<file path="src/rtl/tmr_clk_sel.sv">
module tmr_clk_sel #(
  parameter int PW   = 5,
  parameter int NCNT = 2,
  localparam int AW  = $clog2(NCNT + 1),
  localparam int DW  = (PW > 5) ? PW : 5
) (
  input  logic            clk,
  input  logic            rst_n,
  input  logic            cfg_wr,
  input  logic [AW-1:0]   cfg_addr,
  input  logic [DW-1:0]   cfg_wdata,
  input  logic            ext_pin,
  input  logic            slow_clk,
  input  logic            cap_claim,
  output logic [PW-1:0]   pre_value,
  output logic [NCNT-1:0] cnt_en
);
  localparam logic [2:0] SRC_PRE  = 3'd1;
  localparam logic [2:0] SRC_EDGE = 3'd2;
  localparam logic [2:0] SRC_ACC  = 3'd3;
  localparam logic [2:0] SRC_SLOW = 3'd4;

  logic [PW-1:0] pre_reg, pre_cnt;
  logic [2:0]    ext_s, slw_s;
  logic          tick, rise_x, fall_x, slow_rise;

  logic [NCNT-1:0][2:0] sel_q;
  logic [NCNT-1:0]      epol_q, lpol_q;

  assign tick      = (pre_cnt == '0);
  assign rise_x    = ext_s[1] & ~ext_s[2];
  assign fall_x    = ~ext_s[1] & ext_s[2];
  assign slow_rise = slw_s[1] & ~slw_s[2];
  assign pre_value = pre_reg;

  always_ff @(posedge clk or negedge rst_n) begin
    if (!rst_n) begin
      pre_reg <= '0;
      pre_cnt <= '0;
      ext_s   <= '0;
      slw_s   <= '0;
    end else begin
      ext_s   <= {ext_s[1:0], ext_pin};
      slw_s   <= {slw_s[1:0], slow_clk};
      pre_cnt <= tick ? pre_reg : pre_cnt - 1'b1;
      if (cfg_wr && cfg_addr == '0)
        pre_reg <= cfg_wdata[PW-1:0];
    end
  end

  for (genvar i = 0; i < NCNT; i++) begin : g_sel
    logic edge_hit, lvl_hit;

    always_ff @(posedge clk or negedge rst_n) begin
      if (!rst_n) begin
        sel_q[i]  <= '0;
        epol_q[i] <= 1'b0;
        lpol_q[i] <= 1'b0;
      end else if (cfg_wr && cfg_addr == AW'(i + 1)) begin
        sel_q[i]  <= cfg_wdata[2:0];
        epol_q[i] <= cfg_wdata[3];
        lpol_q[i] <= cfg_wdata[4];
      end
    end

    assign edge_hit = epol_q[i] ? fall_x : rise_x;
    assign lvl_hit  = lpol_q[i] ? ext_s[1] : ~ext_s[1];

    always_comb begin
      case (sel_q[i])
        SRC_PRE:  cnt_en[i] = tick;
        SRC_EDGE: cnt_en[i] = edge_hit & ~cap_claim;
        SRC_ACC:  cnt_en[i] = tick & lvl_hit & ~cap_claim;
        SRC_SLOW: cnt_en[i] = slow_rise;
        default:  cnt_en[i] = 1'b0;
      endcase
    end
  end
endmodule

</file>
<file path="config.mk">
export PLATFORM = sky130hd
export DESIGN_NAME = tmr_clk_sel
export DESIGN_NICKNAME = d
export VERILOG_FILES = /design/src/rtl/tmr_clk_sel.sv
export SDC_FILE = /design/constraint.sdc
export NUM_CORES = 1
export LEC_CHECK = 0
export BUFFER_PORTS_ARGS = -buffer_cell sky130_fd_sc_hd__buf_2
export CAP_MARGIN = 10
export CORE_MARGIN = 2
export CORE_UTILIZATION = 57
export CTS_CLUSTER_DIAMETER = 50
export CTS_CLUSTER_SIZE = 40
export DETAILED_ROUTE_END_ITERATION = 10
export PLACE_DENSITY = 0.83
export SKIP_CTS_REPAIR_TIMING = 1
export SKIP_LAST_GASP = 1
export SLEW_MARGIN = 0
export SYNTH_ARGS = -nofsm -noshare
export SYNTH_HDL_FRONTEND = slang
export SYNTH_SLANG_ARGS = --single-unit
</file>
<file path="constraint.sdc">
create_clock -name clk -period 4.9 [get_ports clk]
set_clock_uncertainty 0.15 [all_clocks]
set_input_delay 0.245 -clock clk [delete_from_list [all_inputs] [get_ports clk]]
set_output_delay 0.245 -clock clk [all_outputs]
set_load 0.02 [all_outputs]
</file>
==> impl_metrics.ini, run 1 <==
[timing]
tns_ns = 0
worstMarginPinSlew_ns = 0.5472
slew_violations = 0
fin_ws_ns = 2.569
maxSlewHeadroom_pct = 63.52
finalHoldViolCount = 0
setup_viol = 0
max_freq_mhz = 428.9
min_period_ns = 2.331
period_share_pct = 47.58
rsz0062_at_grt = no

[floorplanning]
core_area_um2 = 1922
die_w_um = 48.62
ios = 20
start_util_pct = 59.05
die_h_um = 48.62
rows = 16
dieArea_um2 = 2364

[grt]
overflow = 0
antenna_found_initial = 0
grt_max_degree = 27
grt_pass1_vias = 726
grt_pass1_wl_um = 3249
track_usage_pct = 18.61

[worst_hold_path]
hp-start = cfg_wdata[0]
min_path_cells = 2
hold_class = in2reg
hold_end = sel_q[0]$_DFFE_PN0P_

[worst_setup_path]
cp-start-kind = register
r2r-start = pre_cnt[0]$_DFF_PN0_
reg2reg_depth = 4
critPathKind = reg2out
worstPathRequired_ns = 4.51
crit_fanout = 9
crit_chain = inv_1, ha_1, nor4b_4, nand3b_1, a32oi_1, buf_2
slowest_stage = dfrtp_1
end_kind = output port
r2r_setup_slack_ns = 3.16
path_delay_family = simple AND/OR/NAND/NOR gates
crit_arrival_ns = 1.94
reg2reg_to = pre_cnt[3]$_DFF_PN0_
cp.buffers_inverters = 2
max_stage_delay_ns = 0.42

[logic_synthesis]
yosys.area.top_type_share_pct = 57.33
ys_seq_area_share_pct = 57.33
synthCells = 84
synthTopCellsByArea = dfrtp_1 (57%), mux2_2 (17%), nand3b_1 (2.6%), xor2_1 (2.3%), ha_1 (2.2%)
synth_cell_types = 24
synth_nets = 99
synth_area_um2 = 1135
yosysWarnings = 0
synth_top_cell_by_area = dfrtp_1
post_synth.cell_area_avg_um2 = 13.51
ys_ff_latch = 26

[placed_design]
hpwlAfterDp_um = 1536
port_buffers = 19
dp.cells = 130
place_area_um2 = 1264
place_ws_ns = 2.924
gp_congestion = 0.8461

[pwr]
leakage_uw = 0.0005926
p_per_area_nw_per_um2 = 430.7
total_power_uw = 572.8
vdd_drop_max_v = 0.0002764

[detailed_routing]
drt-initial-drc-count = 11
ant_nets = 0
vias_per_cell = 5.489
vias = 752
routed_wl_um = 2017
first_pass_iters = 4
routedWlPerCell_um = 14.72
route.detailed.drc = 0

[final_layout]
drive_above_1_share_pct = 38.18
fin_cells = 137
nets = 126
design_area_um2 = 1330
diodes = 0
syn_to_final_growth_pct = 17.20

[clocking]
cts_tree = yes
numCtsBuffers = 3
clock_latency_ns = 0.32
clkSinkCount = 26
cts-htree-levels = 1
clockRootBuffer = clkbuf_4
path_clk_slew_ns = 0.14
cts_max_path_buffers = 2

[flow_run]
cap_violations = 0

[outcome]
status = finished clean
worst max path at each step:
stage	from	end	slack [ns]	depth (start not counted)
after CTS	pre_cnt[0]$_DFF_PN0_	cnt_en[1]	2.56	6
after floorplan	pre_cnt[0]$_DFF_PN0_	cnt_en[1]	3.00	5
after global routing	pre_cnt[0]$_DFF_PN0_	cnt_en[1]	2.42	6
after global placement	pre_cnt[0]$_DFF_PN0_	cnt_en[1]	2.98	6
after detailed placement	pre_cnt[0]$_DFF_PN0_	cnt_en[1]	2.92	6
final	pre_cnt[0]$_DFF_PN0_	cnt_en[1]	2.57	6
synthesized netlist by cell type:
cell      number
dfrtp_1       26
mux2_2        17
nand3b_1       4
nor2_1         4
o21ai_0        4
nand2_1        3
xor2_1         3
and3b_1        2
ha_1           2
inv_1          2
nand3_1        2
nor3b_1        2
o211ai_1       2
a21o_1         1
a21oi_1        1
a31oi_1        1
a32oi_1        1
nor2b_1        1
nor3_1         1
nor3b_2        1
nor4b_1        1
nor4b_4        1
o21a_1         1
xnor2_1        1
layer usage:
| layer | track usage [%] | vias to the layer above | wire length [um] |
|---|---|---|---|
| met4 | 8.571 | 0 | 19 |
| met5 | 0 | - | 0 |
| li1 | - | 363 | - |
| met3 | 2.469 | 2 | 95 |
| met1 | 25.80 | 364 | 913 |
| met2 | 29.45 | 23 | 989 |
flip-flops by register name, summed over array words and instances (netlist names):
| register | flops |
|---|---|
| epol_q | 2 |
| ext_s | 3 |
| lpol_q | 2 |
| pre_cnt | 5 |
| pre_value | 5 |
| sel_q | 6 |
| slw_s | 3 |
cell families (layout without fill, tap and decap cells):
| group | after synthesis | in the layout | synth area share, % |
|---|---|---|---|
| DFF | 26 | 26 | 57.33 |
| and+or+nand+nor | 22 | 22 | 13.67 |
| muxes | 17 | 17 | 16.87 |
| AOI/OAI and AO/OA | 11 | 11 | 6.174 |
| xor gates and xnor gates | 4 | 4 | 3.088 |
| adders and majority gates | 2 | 2 | 2.205 |
| buffers and inverters | 2 | 28 | 0.6618 |
cells in the final DEF, fill, tap and decap left out:
master / count
a21o_1: 1
a21oi_1: 1
a31oi_1: 1
a32oi_1: 1
and3b_1: 2
buf_2: 19
clkbuf_4: 3
clkbuf_8: 1
dfrtp_1: 26
dlygate4sd3_1: 3
ha_1: 2
inv_1: 2
mux2_2: 17
nand2_1: 3
nand3_1: 2
nand3b_1: 4
nor2_1: 4
nor2b_1: 1
nor3_1: 1
nor3b_1: 2
nor3b_2: 1
nor4b_1: 1
nor4b_4: 1
o211ai_1: 2
o21a_1: 1
o21ai_0: 4
xnor2_1: 1
xor2_1: 3
through the flow:
stage | hold slack [ns] | utilization, %
after global routing | 0.01882 | 69.21
final | 0.02429 | 69.21
after floorplan | -0.2006 | -
after global placement | 0.1109 | 65.76
after detailed placement | 0.1186 | 65.76
after CTS | -0.2443 | 67.64
power by group:
| part | switching (uW) | internal [uW] | total, uW |
|---|---|---|---|
| Combinational | 71.0 | 82.1 | 153 |
| Clock | 62.7 | 45.4 | 108 |
| Sequential | 48.6 | 263 | 312 |
area by class of cell:
cell class / instances / area [um2]
clock buffers: 4 / 36.28
fillers: 154 / 591.8
inverters: 2 / 7.507
multi-input cells: 56 / 476.7
flip-flops and latches: 26 / 650.6
well taps: 27 / 33.78
repair buffers: 22 / 125.1
Note: power is estimated with default switching activity, not from simulation.
==> run 2: changes to the inputs <==
- CORE_UTILIZATION: 57 -> 53
- PLACE_DENSITY: 0.83 -> 0.78
- clock period: 4.9 -> 2.33 ns (I/O delays scaled with it)
==> run 2 against run 1 <==
Compared with the run above:
- clock power is 69% higher
- total power is 100% higher
- global-route usage is 1.1 points lower
- highest routed layer unchanged
==> impl_metrics.ini, run 2 (synthesis gave the netlist of run 1 again) <==
[outcome]
status = finished clean

[clocking]
cts_max_path_buffers = 2
clockRootBuffer = clkbuf_4
cts_tree = yes
clock_latency_ns = 0.32
numCtsBuffers = 3
cts-htree-levels = 1
path_clk_slew_ns = 0.13
clkSinkCount = 26

[placed_design]
gp_congestion = 0.7573
port_buffers = 19
hpwlAfterDp_um = 1481
dp.cells = 130

[worst_setup_path]
crit_fanout = 5
crit_chain = inv_1, ha_1, nor4b_4, nand3b_1, a32oi_1, buf_2
worstPathRequired_ns = 2.06
max_stage_delay_ns = 0.41
crit_arrival_ns = 1.83
critPathKind = reg2out
end_kind = output port
slowest_stage = dfrtp_1
cp-start-kind = register

[final_layout]
fin_cells = 143
syn_to_final_growth_pct = 21.72
nets = 133
diodes = 0
final_common_cell = dfrtp_1
drive_above_1_share_pct = 37.07
largest_reg_flops = 6
largest_register = sel_q
final_cell_mix = dfrtp_1 (26), buf_2 (19), mux2_2 (17)

[detailed_routing]
drt-initial-drc-count = 10
routedWlPerCell_um = 14.57
first_pass_iters = 4
ant_nets = 0
route.detailed.drc = 0
vias = 755
vias_per_cell = 5.280
routed_wl_um = 2083

[timing]
whs_ns = 0.08026
min_period_ns = 2.100
worstMarginPinSlew_ns = 0.5623
tns_ns = 0
period_share_pct = 90.13
setup_viol = 0
max_freq_mhz = 476.2
finalHoldViolCount = 0
maxSlewHeadroom_pct = 62.51
rsz0062_at_grt = no
slew_violations = 0

[grt]
grt_max_degree = 27
overflow = 0
grt_util_met1_pct = 21.12
track_usage_pct = 17.53
met2_usage_pct = 30.48
grt_pass1_vias = 742
antenna_found_initial = 0
busiest_layer = met2
use_met3_pct = 3.571
grt_pass1_wl_um = 3277

[flow_run]
cap_violations = 0

[pwr]
vdd_drop_max_v = 0.0006409
p_per_area_nw_per_um2 = 849.4
leakage_uw = 0.0006171

[floorplanning]
die_w_um = 50.28
rows = 16
ios = 20
die_h_um = 50.28
start_util_pct = 57.26
core_area_um2 = 1982
dieArea_um2 = 2528

[worst_hold_path]
hold_class = in2reg
-- run 2: cell types whose count changed in the layout (fill, tap and decap cells not counted) --
cell,before,now
buf_4,0,2
clkbuf_8,1,0
dlygate4sd3_1,3,8
-- run 2: critical path: cells and delay by family (launching register included) --
| kind | cells | cell delay (ns) |
|---|---|---|
| AND/OR/NAND/NOR | 2 | 0.46 |
| flip-flops | 1 | 0.41 |
| buffers and inverters | 2 | 0.27 |
| AO/OA/AOI/OAI | 1 | 0.20 |
| adder cells (fa/ha/maj) | 1 | 0.18 |
-- run 2: area by class of cell --
| class | instances | area [um2] |
|---|---|---|
| repair buffers | 29 | 190.2 |
| multi-input cells | 56 | 476.7 |
| well taps | 27 | 33.78 |
| clock buffers | 3 | 22.52 |
| fillers | 130 | 600.6 |
| inverters | 2 | 7.507 |
| flip-flops and latches | 26 | 650.6 |
-- run 2: stage by stage --
step | power [uW] | util, % | cell area [um2] | setup slack (ns)
floorplan | 882.3 | - | 1135 | 0.5597
global route | 1244 | 69.70 | 1381 | 0.07886
global placement | 969.3 | 63.76 | 1264 | 0.5423
finish | 1173 | 69.70 | 1381 | 0.2300
CTS | 1166 | 64.90 | 1286 | 0.1001
detailed placement | 986.2 | 63.76 | 1264 | 0.4824
-- run 2: final timing paths --
check	startpoint	end	slack, ns	depth (start not counted)
max in group asynchronous	rst_n	pre_cnt[1]$_DFF_PN0_	1.49	2
hold reg to reg	ext_s[0]$_DFF_PN0_	ext_s[1]$_DFF_PN0_	0.22	0
setup reg to reg	pre_cnt[0]$_DFF_PN0_	pre_cnt[3]$_DFF_PN0_	0.55	5
hold / removal	cfg_addr[0]	pre_value[4]$_DFFE_PN0P_	0.08	3
setup / recovery	pre_cnt[0]$_DFF_PN0_	cnt_en[1]	0.23	6
min in group asynchronous	rst_n	sel_q[1]$_DFFE_PN0P_	0.16	2
-- run 2: power breakdown --
group	internal (uW)	total [uW]	switching, uW
Sequential	553	649	95.7
Clock	60.5	182	122
Combinational	186	342	155
Total	800	1170	373
-- run 2: layer usage --
| layer | up-vias | wire length [um] |
|---|---|---|
| met5 | - | 0 |
| met1 | 366 | 919 |
| met2 | 10 | 1070 |
| li1 | 373 | - |
| met3 | 6 | 49 |
| met4 | 0 | 44 |
==> run 3: changes to the inputs <==
- CORE_UTILIZATION: 53 -> 30
- PLACE_DENSITY: 0.78 -> 0.5
- SKIP_CTS_REPAIR_TIMING: 1 -> not set
==> run 3 against run 2 <==
Compared with the run above:
- final cell count up 14%
- final area up 4.3%
- worst hold slack better by 0.055 ns
- via count down 0.53%
- first-iteration DRC count down 20%
- die area up 70%
- core utilization down 30 points
- register-to-register slack better by 0.09 ns
- highest routed layer unchanged
==> impl_metrics.ini, run 3 (synthesis gave the netlist of run 1 again) <==
[clocking]
numCtsBuffers = 3
cts-htree-levels = 1
clock_latency_ns = 0.27
clockRootBuffer = clkbuf_8
clkSinkCount = 26
cts_tree = yes
cts_max_path_buffers = 2
postCtsSetupBuffers = 0
path_clk_slew_ns = 0.09

[timing]
maxSlewHeadroom_pct = 61.83
tns_ns = 0
whs_ns = 0.1352
slew_violations = 0
rsz0062_at_grt = no
worstMarginPinSlew_ns = 0.5725
setup_viol = 0
finalHoldViolCount = 0
min_period_ns = 2.105
period_share_pct = 90.33
max_freq_mhz = 475.1

[flow_run]
cap_violations = 0

[detailed_routing]
ant_nets = 0
vias_per_cell = 4.607
vias = 751
first_pass_iters = 4
drt-initial-drc-count = 8
route.detailed.drc = 0
routedWlPerCell_um = 13.51
routed_wl_um = 2202

[floorplanning]
rows = 22
start_util_pct = 31.00
die_h_um = 65.51
dieArea_um2 = 4291
die_w_um = 65.51
core_area_um2 = 3661
ios = 20

[grt]
grt_pass1_wl_um = 3939
overflow = 0
antenna_found_initial = 0
track_usage_pct = 12.24
grt_max_degree = 27
grt_pass1_vias = 782

[placed_design]
place_area_um2 = 1290
gp_congestion = 0.8467
dp.cells = 151
port_buffers = 19
hpwlAfterDp_um = 1620

[pwr]
leakage_uw = 0.0006282
vdd_drop_max_v = 0.0006417
p_per_area_nw_per_um2 = 942.0

[final_layout]
design_area_um2 = 1441
drive_above_1_share_pct = 36.52
syn_to_final_growth_pct = 27.01
fin_cells = 163
diodes = 0
nets = 131
final_common_cell = dfrtp_1
largest_reg_flops = 6
final_cell_mix = dfrtp_1 (26), buf_2 (19), mux2_2 (17)
largest_register = sel_q

[worst_setup_path]
max_stage_delay_ns = 0.40
startpoint = pre_cnt[0]$_DFF_PN0_
r2r-start = pre_cnt[0]$_DFF_PN0_
crit_arrival_ns = 1.84
slowest_stage = dfrtp_1
end_kind = output port
crit_chain = inv_1, ha_1, nor4b_4, nand3b_1, a32oi_1, buf_2
critPathKind = reg2out
reg2reg_to = pre_cnt[3]$_DFF_PN0_
reg2reg_depth = 4
worstPathRequired_ns = 2.06
crit_fanout = 9
crit_path_end = cnt_en[1]
r2r_setup_slack_ns = 0.64
cp-start-kind = register

[outcome]
status = finished clean

[worst_hold_path]
hold_class = in2reg
## run 3: cell count changes in the layout (fill, tap and decap cells not counted)
| cell | before | now |
|---|---|---|
| buf_4 | 2 | 0 |
| clkbuf_8 | 0 | 3 |
| clkbuf_4 | 3 | 0 |
| bufinv_16 | 0 | 1 |
## run 3: per-layer routing
layer / vias to the layer above / track usage, % / share of wire [%]
met3: 2 / 3.082 / 3.6
met5: - / 0 / 0
met2: 14 / 18.24 / 46
met1: 366 / 17.74 / 50
li1: 369 / - / -
met4: 0 / 3.125 / 0.95
## run 3: stage by stage
stage / setup WS, ns / power, uW / util, %
2_1_floorplan: 0.5597 / 882.3 / -
3_3_place_gp: 0.5385 / 974.2 / 35.24
3_5_place_dp: 0.4922 / 988.7 / 35.24
4_1_cts: 0.1874 / 1372 / 39.37
5_1_grt: 0.02183 / 1452 / 39.37
6_report: 0.2254 / 1358 / 39.37
## run 3: critical path: cells and delay by family (launching register included)
family | cells | cell delay, ns
buffers and inverters | 2 | 0.26
AND/OR/NAND/NOR | 2 | 0.54
flip-flops | 1 | 0.40
AO/OA/AOI/OAI | 1 | 0.19
adder cells (fa/ha/maj) | 1 | 0.17
## run 3: what timing repair did
action | 4_1_cts | 5_1_grt
endpoints found under the setup margin | 0 | 0
hold buffers | 8 | 0
gates resized for setup | 0 | 0
endpoints found under the hold margin | 43 | 0
## run 3: final cells by class
| type | instances | area, um2 |
|---|---|---|
| tap | 48 | 60.06 |
| clock inverter | 1 | 30.03 |
| inverter | 2 | 7.507 |
| timing repair buffer | 27 | 175.2 |
| multi-input combinational | 56 | 476.7 |
| sequential | 26 | 650.6 |
| fill | 354 | 2220 |
| clock buffer | 3 | 41.29 |
## run 3: worst min path at each step
stage	startpoint	slack, ns	cells past startpoint	to
floorplan	rst_n	-0.33	0	epol_q[0]$_DFFE_PN0P_
global placement	rst_n	-0.009	1	slw_s[0]$_DFF_PN0_
detailed placement	rst_n	0.002	1	slw_s[0]$_DFF_PN0_
CTS	cfg_addr[0]	0.13	3	pre_value[4]$_DFFE_PN0P_
global route	cfg_addr[1]	0.15	3	pre_value[3]$_DFFE_PN0P_
finish	cfg_addr[0]	0.14	3	pre_value[4]$_DFFE_PN0P_
## run 3: power by group
part | total [uW] | internal [uW] | switching [uW]
Sequential | 658 | 554 | 104
Combinational | 330 | 180 | 151
Clock | 370 | 230 | 140
Total | 1360 | 963 | 395
